--- src/rtl/cport_pkg.sv ---
package cport_pkg;
    typedef enum logic [1:0] {ST_INIT, ST_RUN, ST_MODE, ST_PDOWN} cport_state_e;

    localparam logic [1:0] PORT_INDEX  = 2'd0;
    localparam logic [1:0] PORT_DATA   = 2'd1;
    localparam logic [1:0] PORT_STATUS = 2'd2;
    localparam logic [1:0] PORT_POLL   = 2'd3;

    localparam int unsigned IDX_W      = 5;
    localparam int unsigned REG_OUTVOL = 6;
    localparam int unsigned REG_FMT    = 8;
    localparam int unsigned REG_IFCFG  = 9;
    localparam int unsigned REG_PWR    = 10;
    localparam int unsigned REG_CNT_HI = 14;
    localparam int unsigned REG_CNT_LO = 15;

    localparam logic [7:0] BUSY_CODE = 8'h80;
endpackage

--- src/rtl/cport_fsm.sv ---
module cport_fsm
    import cport_pkg::*;
#(
    parameter int unsigned INIT_CYCLES = 16
) (
    input  logic clk,
    input  logic rst_n,
    input  logic mce,
    input  logic pd_req,
    input  logic idx_wr,
    output logic busy,
    output logic running,
    output logic pd_clr
);
    localparam int unsigned CW = $clog2(INIT_CYCLES + 1);
    localparam logic [CW-1:0] LAST = CW'(INIT_CYCLES - 1);

    cport_state_e state_q, state_d;
    logic [CW-1:0] init_cnt;

    always_ff @(posedge clk or negedge rst_n) begin
        if (!rst_n) state_q <= ST_INIT;
        else        state_q <= state_d;
    end

    always_ff @(posedge clk or negedge rst_n) begin
        if (!rst_n)                  init_cnt <= '0;
        else if (state_q != ST_INIT) init_cnt <= '0;
        else                         init_cnt <= init_cnt + 1'b1;
    end

    always_comb begin
        state_d = state_q;
        unique case (state_q)
            ST_INIT:  if (init_cnt == LAST) state_d = mce ? ST_MODE : ST_RUN;
            ST_RUN:   if (pd_req) state_d = ST_PDOWN;
                      else if (mce) state_d = ST_MODE;
            ST_MODE:  if (pd_req) state_d = ST_PDOWN;
                      else if (!mce) state_d = ST_RUN;
            ST_PDOWN: if (idx_wr) state_d = ST_INIT;
            default:  state_d = ST_INIT;
        endcase
    end

    always_comb begin
        busy    = 1'b0;
        running = 1'b0;
        pd_clr  = 1'b0;
        unique case (state_q)
            ST_INIT:  busy = 1'b1;
            ST_RUN:   running = 1'b1;
            ST_MODE:  running = 1'b0;
            ST_PDOWN: begin
                busy   = 1'b1;
                pd_clr = idx_wr;
            end
            default:  busy = 1'b1;
        endcase
    end
endmodule

--- src/rtl/cport_regbank.sv ---
module cport_regbank
    import cport_pkg::*;
#(
    parameter int unsigned AW = IDX_W
) (
    input  logic          clk,
    input  logic          rst_n,
    input  logic          wr_en,
    input  logic [AW-1:0] sel,
    input  logic [7:0]    wr_data,
    input  logic          gate_open,
    input  logic          pd_clr,
    output logic [7:0]    rd_data,
    output logic          vol_mute,
    output logic          play_bit,
    output logic          capt_bit,
    output logic          pd_bit,
    output logic [15:0]   cnt_base
);
    localparam int unsigned NREG = 1 << AW;

    logic [NREG-1:0][7:0] regs;

    for (genvar g = 0; g < NREG; g++) begin : g_reg
        localparam bit         GATED = (g == REG_FMT) || (g == REG_IFCFG);
        localparam logic [7:0] FREE  = (g == REG_IFCFG) ? 8'h03 : 8'h00;
        logic [7:0] q;
        logic [7:0] wmask;

        assign wmask = (GATED && !gate_open) ? FREE : 8'hFF;

        always_ff @(posedge clk or negedge rst_n) begin
            if (!rst_n)
                q <= 8'h00;
            else if (pd_clr && (g == REG_PWR))
                q[7] <= 1'b0;
            else if (wr_en && (sel == AW'(g)))
                q <= (wr_data & wmask) | (q & ~wmask);
        end

        assign regs[g] = q;
    end

    assign rd_data  = regs[sel];
    assign vol_mute = regs[REG_OUTVOL][7];
    assign play_bit = regs[REG_IFCFG][0];
    assign capt_bit = regs[REG_IFCFG][1];
    assign pd_bit   = regs[REG_PWR][7];
    assign cnt_base = {regs[REG_CNT_HI], regs[REG_CNT_LO]};
endmodule

--- src/rtl/cport_timer.sv ---
module cport_timer #(
    parameter int unsigned CNT_W = 16
) (
    input  logic             clk,
    input  logic             rst_n,
    input  logic             play_en,
    input  logic             running,
    input  logic             tick,
    input  logic [CNT_W-1:0] base,
    input  logic             int_clr,
    output logic             int_q,
    output logic             lr_q
);
    logic [CNT_W-1:0] cnt;
    logic             counted;
    logic             fire;

    assign counted = play_en && running && tick;
    assign fire    = counted && (cnt == '0);

    always_ff @(posedge clk or negedge rst_n) begin
        if (!rst_n) begin
            cnt  <= '0;
            lr_q <= 1'b0;
        end else if (!play_en) begin
            cnt  <= base;
            lr_q <= 1'b0;
        end else if (counted) begin
            lr_q <= ~lr_q;
            cnt  <= (cnt == '0) ? base : cnt - 1'b1;
        end
    end

    always_ff @(posedge clk or negedge rst_n) begin
        if (!rst_n)       int_q <= 1'b0;
        else if (fire)    int_q <= 1'b1;
        else if (int_clr) int_q <= 1'b0;
    end
endmodule

--- src/rtl/codec_idx_port.sv ---
module codec_idx_port
    import cport_pkg::*;
#(
    parameter int unsigned INIT_CYCLES = 16,
    parameter int unsigned CNT_W       = 16
) (
    input  logic       clk,
    input  logic       rst_n,
    input  logic [1:0] host_addr,
    input  logic       host_wr,
    input  logic [7:0] host_wdata,
    output logic [7:0] host_rdata,
    input  logic       sample_tick,
    output logic       irq,
    output logic       drq,
    output logic       dac_mute,
    output logic       play_en,
    output logic       capt_en
);
    logic             mce_q, trd_q;
    logic [IDX_W-1:0] idx_q;
    logic             idx_wr, data_wr, stat_wr;
    logic             busy, running, pd_clr;
    logic [7:0]       reg_rd;
    logic             vol_mute, play_bit, capt_bit, pd_bit;
    logic [15:0]      cnt_base;
    logic             int_q, lr_q;
    logic [7:0]       status;

    assign idx_wr  = host_wr && (host_addr == PORT_INDEX);
    assign data_wr = host_wr && (host_addr == PORT_DATA) && !busy;
    assign stat_wr = host_wr && (host_addr == PORT_STATUS);

    always_ff @(posedge clk or negedge rst_n) begin
        if (!rst_n) begin
            mce_q <= 1'b0;
            trd_q <= 1'b0;
            idx_q <= '0;
        end else if (idx_wr) begin
            mce_q <= host_wdata[6];
            trd_q <= host_wdata[5];
            idx_q <= host_wdata[IDX_W-1:0];
        end
    end

    cport_fsm #(.INIT_CYCLES(INIT_CYCLES)) u_fsm (
        .clk     (clk),
        .rst_n   (rst_n),
        .mce     (mce_q),
        .pd_req  (pd_bit),
        .idx_wr  (idx_wr),
        .busy    (busy),
        .running (running),
        .pd_clr  (pd_clr)
    );

    cport_regbank #(.AW(IDX_W)) u_bank (
        .clk       (clk),
        .rst_n     (rst_n),
        .wr_en     (data_wr),
        .sel       (idx_q),
        .wr_data   (host_wdata),
        .gate_open (mce_q),
        .pd_clr    (pd_clr),
        .rd_data   (reg_rd),
        .vol_mute  (vol_mute),
        .play_bit  (play_bit),
        .capt_bit  (capt_bit),
        .pd_bit    (pd_bit),
        .cnt_base  (cnt_base)
    );

    cport_timer #(.CNT_W(CNT_W)) u_timer (
        .clk     (clk),
        .rst_n   (rst_n),
        .play_en (play_bit),
        .running (running),
        .tick    (sample_tick),
        .base    (cnt_base[CNT_W-1:0]),
        .int_clr (stat_wr),
        .int_q   (int_q),
        .lr_q    (lr_q)
    );

    assign status = {2'b00, capt_bit, 2'b00, lr_q, play_bit, int_q};

    always_comb begin
        unique case (host_addr)
            PORT_INDEX:  host_rdata = {busy, mce_q, trd_q, idx_q};
            PORT_DATA:   host_rdata = busy ? BUSY_CODE : reg_rd;
            PORT_STATUS: host_rdata = status;
            PORT_POLL:   host_rdata = 8'h00;
            default:     host_rdata = 8'h00;
        endcase
    end

    assign irq      = int_q;
    assign drq      = play_bit && running && !(trd_q && int_q);
    assign dac_mute = mce_q || vol_mute;
    assign play_en  = play_bit;
    assign capt_en  = capt_bit;
endmodule

--- config.mk ---
export PLATFORM = sky130hd
export DESIGN_NAME = codec_idx_port
export DESIGN_NICKNAME = d
export VERILOG_FILES = /design/src/rtl/cport_pkg.sv /design/src/rtl/cport_fsm.sv /design/src/rtl/cport_regbank.sv /design/src/rtl/cport_timer.sv /design/src/rtl/codec_idx_port.sv
export SDC_FILE = /design/constraint.sdc
export NUM_CORES = 1
export LEC_CHECK = 0
export ABC_CLOCK_PERIOD_IN_PS = 2600
export BUFFER_PORTS_ARGS = -buffer_cell sky130_fd_sc_hd__buf_4
export CAP_MARGIN = 20
export CORE_MARGIN = 1
export CORE_UTILIZATION = 54
export DETAILED_ROUTE_END_ITERATION = 6
export PLACE_DENSITY = 0.77
export SLEW_MARGIN = 20
export SYNTH_ARGS = -nofsm -noshare
export SYNTH_HDL_FRONTEND = slang
export SYNTH_SLANG_ARGS = --single-unit
--- constraint.sdc ---
create_clock -name clk -period 2.6 [get_ports clk]
set_input_delay 0.26 -clock clk [delete_from_list [all_inputs] [get_ports clk]]
set_output_delay 0.26 -clock clk [all_outputs]
set_load 0.005 [all_outputs]
Word-level counts from Yosys, hierarchy flattened
Index checks and enable logic that the tools add are counted.

storage, ports and cells
  flip-flop bits (word level) = 288
  input port bits = 14

operators by class
  add/sub/neg operators = 2
  $lt $le $gt $ge = 1
  eq/ne operators = 43
  multiplexer cells = 27
  bitwise gates (word level) = 10
  reductions and logical operators = 54

operator list
  cell                                                        number
  equality test 5 bit, second input constant                  16
  two-way mux 16 bit                                          3
  equality test 5 x 4 -> 1 bit, second input constant         9
  logical AND 1 bit                                           41
  binary-select mux 8 bit (select 5 bit)                      1
  two-way mux 8 bit                                           5
  bitwise AND 8 bit                                           4
  case mux 8 bit (4 select lines)                             1
  equality test 5 x 3 -> 1 bit, second input constant         4
  logical NOT 16 bit                                          1
  NOT 8 bit                                                   2
  OR 8 bit                                                    2
  subtractor 16 x 1 -> 16 bit, second input constant          1
  two-way mux 2 bit                                           7
  equality test 5 x 2 -> 1 bit, second input constant         2
  equality test 2 bit, second input constant                  4
  two-way mux 1 bit                                           8
  case mux 2 bit (4 select lines)                             1
  less-than comparator 5 x 6 -> 1 bit, second input constant  1
  inequality test 2 x 1 -> 1 bit, second input constant       3
  inequality test 3 x 2 -> 1 bit, second input constant       2
  nonzero test 2 bit                                          3
  adder 5 x 1 -> 5 bit, second input constant                 1
  equality test 5 x 1 -> 1 bit, second input constant         1
  other kinds (10)                                            14

Longest topological paths before layout
  depth after elaboration = 8
  mapped depth = 8

Hierarchy
A second synthesis with hierarchy kept.

second synthesis, totals
  cells, all modules = 1060
  area total of the unflattened synthesis = 14141.1 um^2

modules (own cells, without submodules)
  module          instances  cells an instance  area an instance (um^2)
  cport_regbank   1          826                12016.5
  cport_timer     1          143                1177.4
  codec_idx_port  1          51                 524.3
  cport_fsm       1          40                 422.9

Least setup slack after synthesis
OpenSTA, ideal clock, no wires.

  kind = register to register
  start = reg u_fsm.state_q[0]
  end = reg u_bank.g_reg[0].q[1]
  data arrival time = 2085 ps
  slack = 390 ps
  stages on the path, launching flop included = 8
  buffers on the path = 0
  cell sequence = dfrtp_1 inv_1 ha_1 nand3b_1 nor3b_2 nand2_1 nor3_4 mux2_2

between the ends
  longest elaborated chain between the ends = 6
  elaborated cells on any way between the ends = 7
  classes of those cells = eq/ne (1); mux (1); reduce/logical (5)

RTL lines
  what                                                             RTL line              text
  start, declared                                                  cport_fsm.sv:18       cport_state_e state_q, state_d;
  start signal, assigned                                           cport_fsm.sv:23       else state_q <= state_d;
  equality test 2 bit / logical NOT 2 bit (equally long branches)  cport_fsm.sv:49       unique case (state_q)
  OR reduction 2 bit (no line) (*)                                 -
  two-way mux 1 bit (*)                                            cport_fsm.sv:49
  logical NOT 1 bit (*)                                            codec_idx_port.sv:31  assign data_wr = host_wr && (host_addr == PORT_DATA) && !busy;
  logical AND 1 bit (*)                                            codec_idx_port.sv:31
  logical AND 1 bit (*)                                            cport_regbank.sv:37   else if (wr_en && (sel == AW'(g)))
  end signal, assigned                                             cport_regbank.sv:38   q <= (wr_data & wmask) | (q & ~wmask);
  end, declared                                                    cport_regbank.sv:27   logic [7:0] q;

Mark *: on every way between the ends. The rest lies on a longest branch, timed or not.
A chain may end at the register's enable or synchronous reset.

Worst setup path after layout
  start = reg idx_q[0]
  end = out host_rdata[2]

between the ends
  longest elaborated chain between the ends = 4

RTL lines
  what                                     RTL line              text
  start, declared                          codec_idx_port.sv:21  logic [IDX_W-1:0] idx_q;
  start signal, assigned                   codec_idx_port.sv:42  idx_q <= host_wdata[IDX_W-1:0];
  binary-select mux 8 bit (select 5 bit)   cport_regbank.sv:44   assign rd_data = regs[sel];
  two-way mux 8 bit (implied by the code)  cport_regbank.sv:44
  two-way mux 8 bit                        codec_idx_port.sv:90  PORT_DATA: host_rdata = busy ? BUSY_CODE : reg_rd;
  case mux 8 bit (4 select lines)          codec_idx_port.sv:88  unique case (host_addr)
  end, declared                            codec_idx_port.sv:12  output logic [7:0] host_rdata,

Every way passes these cells. The select of a mux whose other input is x is not followed.

==> summary.txt <==
Placement
  • Gpl congestion: 0.902
  • HPWL after DPL: 21.8 mm
  • IO Port Bufs: 26
  • DP Worst Slack: 0.000796 ns
  • Cell Count Post-Placement: 1362

Clock tree
  • Number of CTS-inserted buffers: 31
  • Total clock sinks: 288
  • Worst skew pair latency: 0.58 ns
  • Longest Clk Path Bufs: 3
  • CTS tree: done
  • Clock root cell: clkbuf_16
  • Reg clk slew, reported paths: 0.06 ns
  • H-tree levels: 1

Run status
  • Violated checks: setup timing
  • Outcome: complete, but fails checks

STA
  • Relative slew slack: 52.7%
  • Slew @ Worst Pin: 0.710 ns
  • Clock skew: 0.0228 ns
  • Fin crit share: 114%
  • Fmax achieved: 0.337 GHz
  • # setup viols final: 8
  • Final Hold Viols: 0
  • Final setup margin: -0.364 ns
  • Final slew viol count: 0
  • RSZ-0062 raised after global routing: yes
  • Min cycle time layout: 2.96 ns

Synthesis
  • Cell area after synthesis: 13800 µm²
  • FFs w/ async S/R, synth: 100%
  • Post-synth EDFFs: 0
  • Primary FF master, synth: dfrtp_1
  • Syn Nets: 1014
  • Synthesized flop and latch total: 288
  • Syn. warnings: 0
  • Avg Inst Size Synth: 13.9 µm²
  • Distinct cells, synth: 64
  • Seq/Total Area, Yosys: 52.3%
  • Cells after synthesis: 992

Hold path
  • Hold Crit Endpoint: u_timer.int_q$_DFFE_PN0P_
  • Hold path cells: 3
  • Hold WC Path Type: primary input to flip-flop
  • Min-delay src: sample_tick

GRT
  • First-pass GRT wire length: 54.4 mm
  • Number of global-route vias before repair: 9345
  • Initial antenna violation count: 0
  • Largest net degree at the start of global routing: 88
  • All-layer global routing usage: 26.9%
  • Met2 usage: 41.6%
  • Total gr overflow: 0
  • M1 GR Usage: 38.9%
  • GR peak layer: met2
  • M3 GR Usage: 5.08%

Finish
  • Area growth syn-to-layout: 17.6%
  • Fill cell count: 1856
  • Final Net Count: 1100
  • Commonest non-fill, non-tap cells in the layout: 286 x dfrtp_1, 248 x mux2_2, 97 x buf_4, 47 x mux4_2, 41 x nand2_1
  • Share of layout cells above drive strength 1: 47.6%
  • Commonest non-fill, non-tap cell in the layout: dfrtp_1
  • ANT cells: 0
  • Non-filler cells, final: 1427

Worst setup path
  • CP arrival: 2.70 ns
  • Register-to-Register Path Depth: 7
  • Critical path cell sequence: buf_12 > mux4_2 > a22o_4 > a211oi_4 > o32ai_2 > buf_4
  • R2r endpoint: u_bank.g_reg[27].q[2]$_DFFE_PN0P_
  • Critical-path top delay cell: dfrtp_4
  • Worst EP required: 2.34 ns
  • Top delay family on crit path: compound AO/OA/AOI/OAI gates
  • Setup crit end kind: output port
  • Bufs and invs on worst path: 2
  • Reg2reg setup slack: 0.02 ns
  • WS Path Type: flip-flop to output port
  • Worst path max stage delay: 0.53 ns
  • CP max FO: 8
  • Crit start category: flip-flop
  • RR Startpoint: u_fsm.state_q[1]$_DFFE_PN0P_

Routing
  • Initial DRC Count: 795
  • First-pass DRT Iterations: 6
  • Routed Wire Length: 34.2 mm
  • DRT antenna net count: 0
  • # DRC: 0
  • Via/cell ratio: 6.34
  • Via count: 9048
  • Average wire per standard cell: 24.0 µm

Floorplanning
  • Die area: 26200 µm²
  • DIE HEIGHT: 162 µm
  • # rows: 58
  • Initial Utilization: 54.9%
  • # IOs: 27
  • Die X: 162 µm
  • Core area: 25100 µm²

Pwr
  • Power Density: 794 nW/µm²
  • Worst supply voltage drop on vdd: 0.000632 V
  • P_leak: 7.77 nW

Flow run
  • Max-Cap Viols: 0
-- flip-flops by register name, summed over array words and instances (netlist names), named ones only --
signal          flops
u_timer.int_q       1
idx_q               5
mce_q               1
u_timer.lr_q        1
u_bank.g.q        242
u_fsm.state_q       2
u_timer.cnt        16
trd_q               1
u_fsm.init_cnt      5
-- through the flow --
stage          power, mW  hold slack [ns]  util [%]  cell area, µm²  TNS, ns
5_1_grt             13.4           0.0805      64.6           16200    -3.61
6_report            12.9           0.0699      64.6           16200    -2.46
4_1_cts             12.8           0.0603      64.2           16100    -2.38
3_3_place_gp        8.32            0.324      59.0           14800        0
2_1_floorplan       7.38          -0.0356         -           13800        0
3_5_place_dp        8.43            0.328      59.0           14800        0
-- cell usage after synthesis (all sizes together) (3+ instances only) --
library cell	number	area, µm²
dfrtp	288	7210
mux2	268	3030
nand2	49	184
mux4	47	1060
clkbuf	40	150
mux2i	37	370
buf	26	154
nor2	26	120
o21ai	22	114
a211oi	18	135
a21oi	18	90.1
nor3	15	109
a22o	11	96.3
inv	11	41.3
and3	10	62.6
nor2b	9	56.3
and2	8	50.1
ha	8	100
nand3	7	35.0
o221ai	7	61.3
a22oi	5	37.5
nand2b	4	25.0
o32ai	4	35.0
or4	4	33.8
a211o	3	26.3
a311oi	3	26.3
nand3b	3	22.5
nand4b	3	26.3
nor3b	3	27.5
nor4	3	33.8
or3	3	23.8
-- area by class of cell --
class / count / area (µm²) / share of cell area (%)
Sequential cell: 288 / 7210 / 44.5
Clock buffer: 49 / 913 / 5.63
Multi-Input combinational cell: 627 / 6480 / 40.0
Inverter: 11 / 41.3 / 0.255
Tap cell: 330 / 413 / 2.55
Clock inverter: 3 / 33.8 / 0.208
Timing Repair Buffer: 119 / 1110 / 6.86
-- report_power, final --
group          switching (mW)  internal [mW]
Combinational            1.69           1.57
Clock                    1.75           2.39
Sequential              0.410           5.05
-- repair_timing --
| item | CTS | global route |
|---|---|---|
| hold buffers | 1 | 0 |
| cloned | 2 | 0 |
| setup buffers | 10 | 3 |
| pin swaps | 11 | 11 |
| endpoints found under the setup margin | 8 | 69 |
| resized for setup | 41 | 25 |
| hold endpoints to repair | 80 | 0 |
-- per-layer routing --
layer	vias to the layer above	wire [µm]
li1	3870	-
met1	4738	14700
met2	359	16100
met3	81	2320
met4	0	1030
met5	-	0
-- worst min-delay path, cell delays in order --
cell and delay, ns:
buf_4 0.09, and3_1 0.14, a22o_1 0.11
-- how the worst max path moves through the flow --
stage                                 start                          endpoint  slack, ns  depth (start not counted)
6_report               idx_q[0]$_DFFE_PN0P_                     host_rdata[2]      -0.36                          6
5_1_grt                idx_q[0]$_DFFE_PN0P_                     host_rdata[2]      -0.42                          6
4_1_cts                idx_q[0]$_DFFE_PN0P_                     host_rdata[2]      -0.34                          7
3_5_place_dp           idx_q[1]$_DFFE_PN0P_                     host_rdata[3]     0.0008                          8
3_3_place_gp           idx_q[1]$_DFFE_PN0P_                     host_rdata[3]       0.03                          8
2_1_floorplan  u_fsm.state_q[0]$_DFFE_PN0P_  u_bank.g_reg[0].q[1]$_DFFE_PN0P_       0.39                          7
-- cell families (layout without fill, tap and decap cells) --
group           Yosys count  after routing  synth area share, %
compound gates          111            111                 5.78
flops                   288            288                 52.3
fa+ha+maj                 8              8                0.726
buf+inv                  77            182                 2.51
xor+xnor                  3              3                0.191
simple gates            153            153                 6.20
mux                     352            352                 32.3
Power figures use the tool's default switching activity.
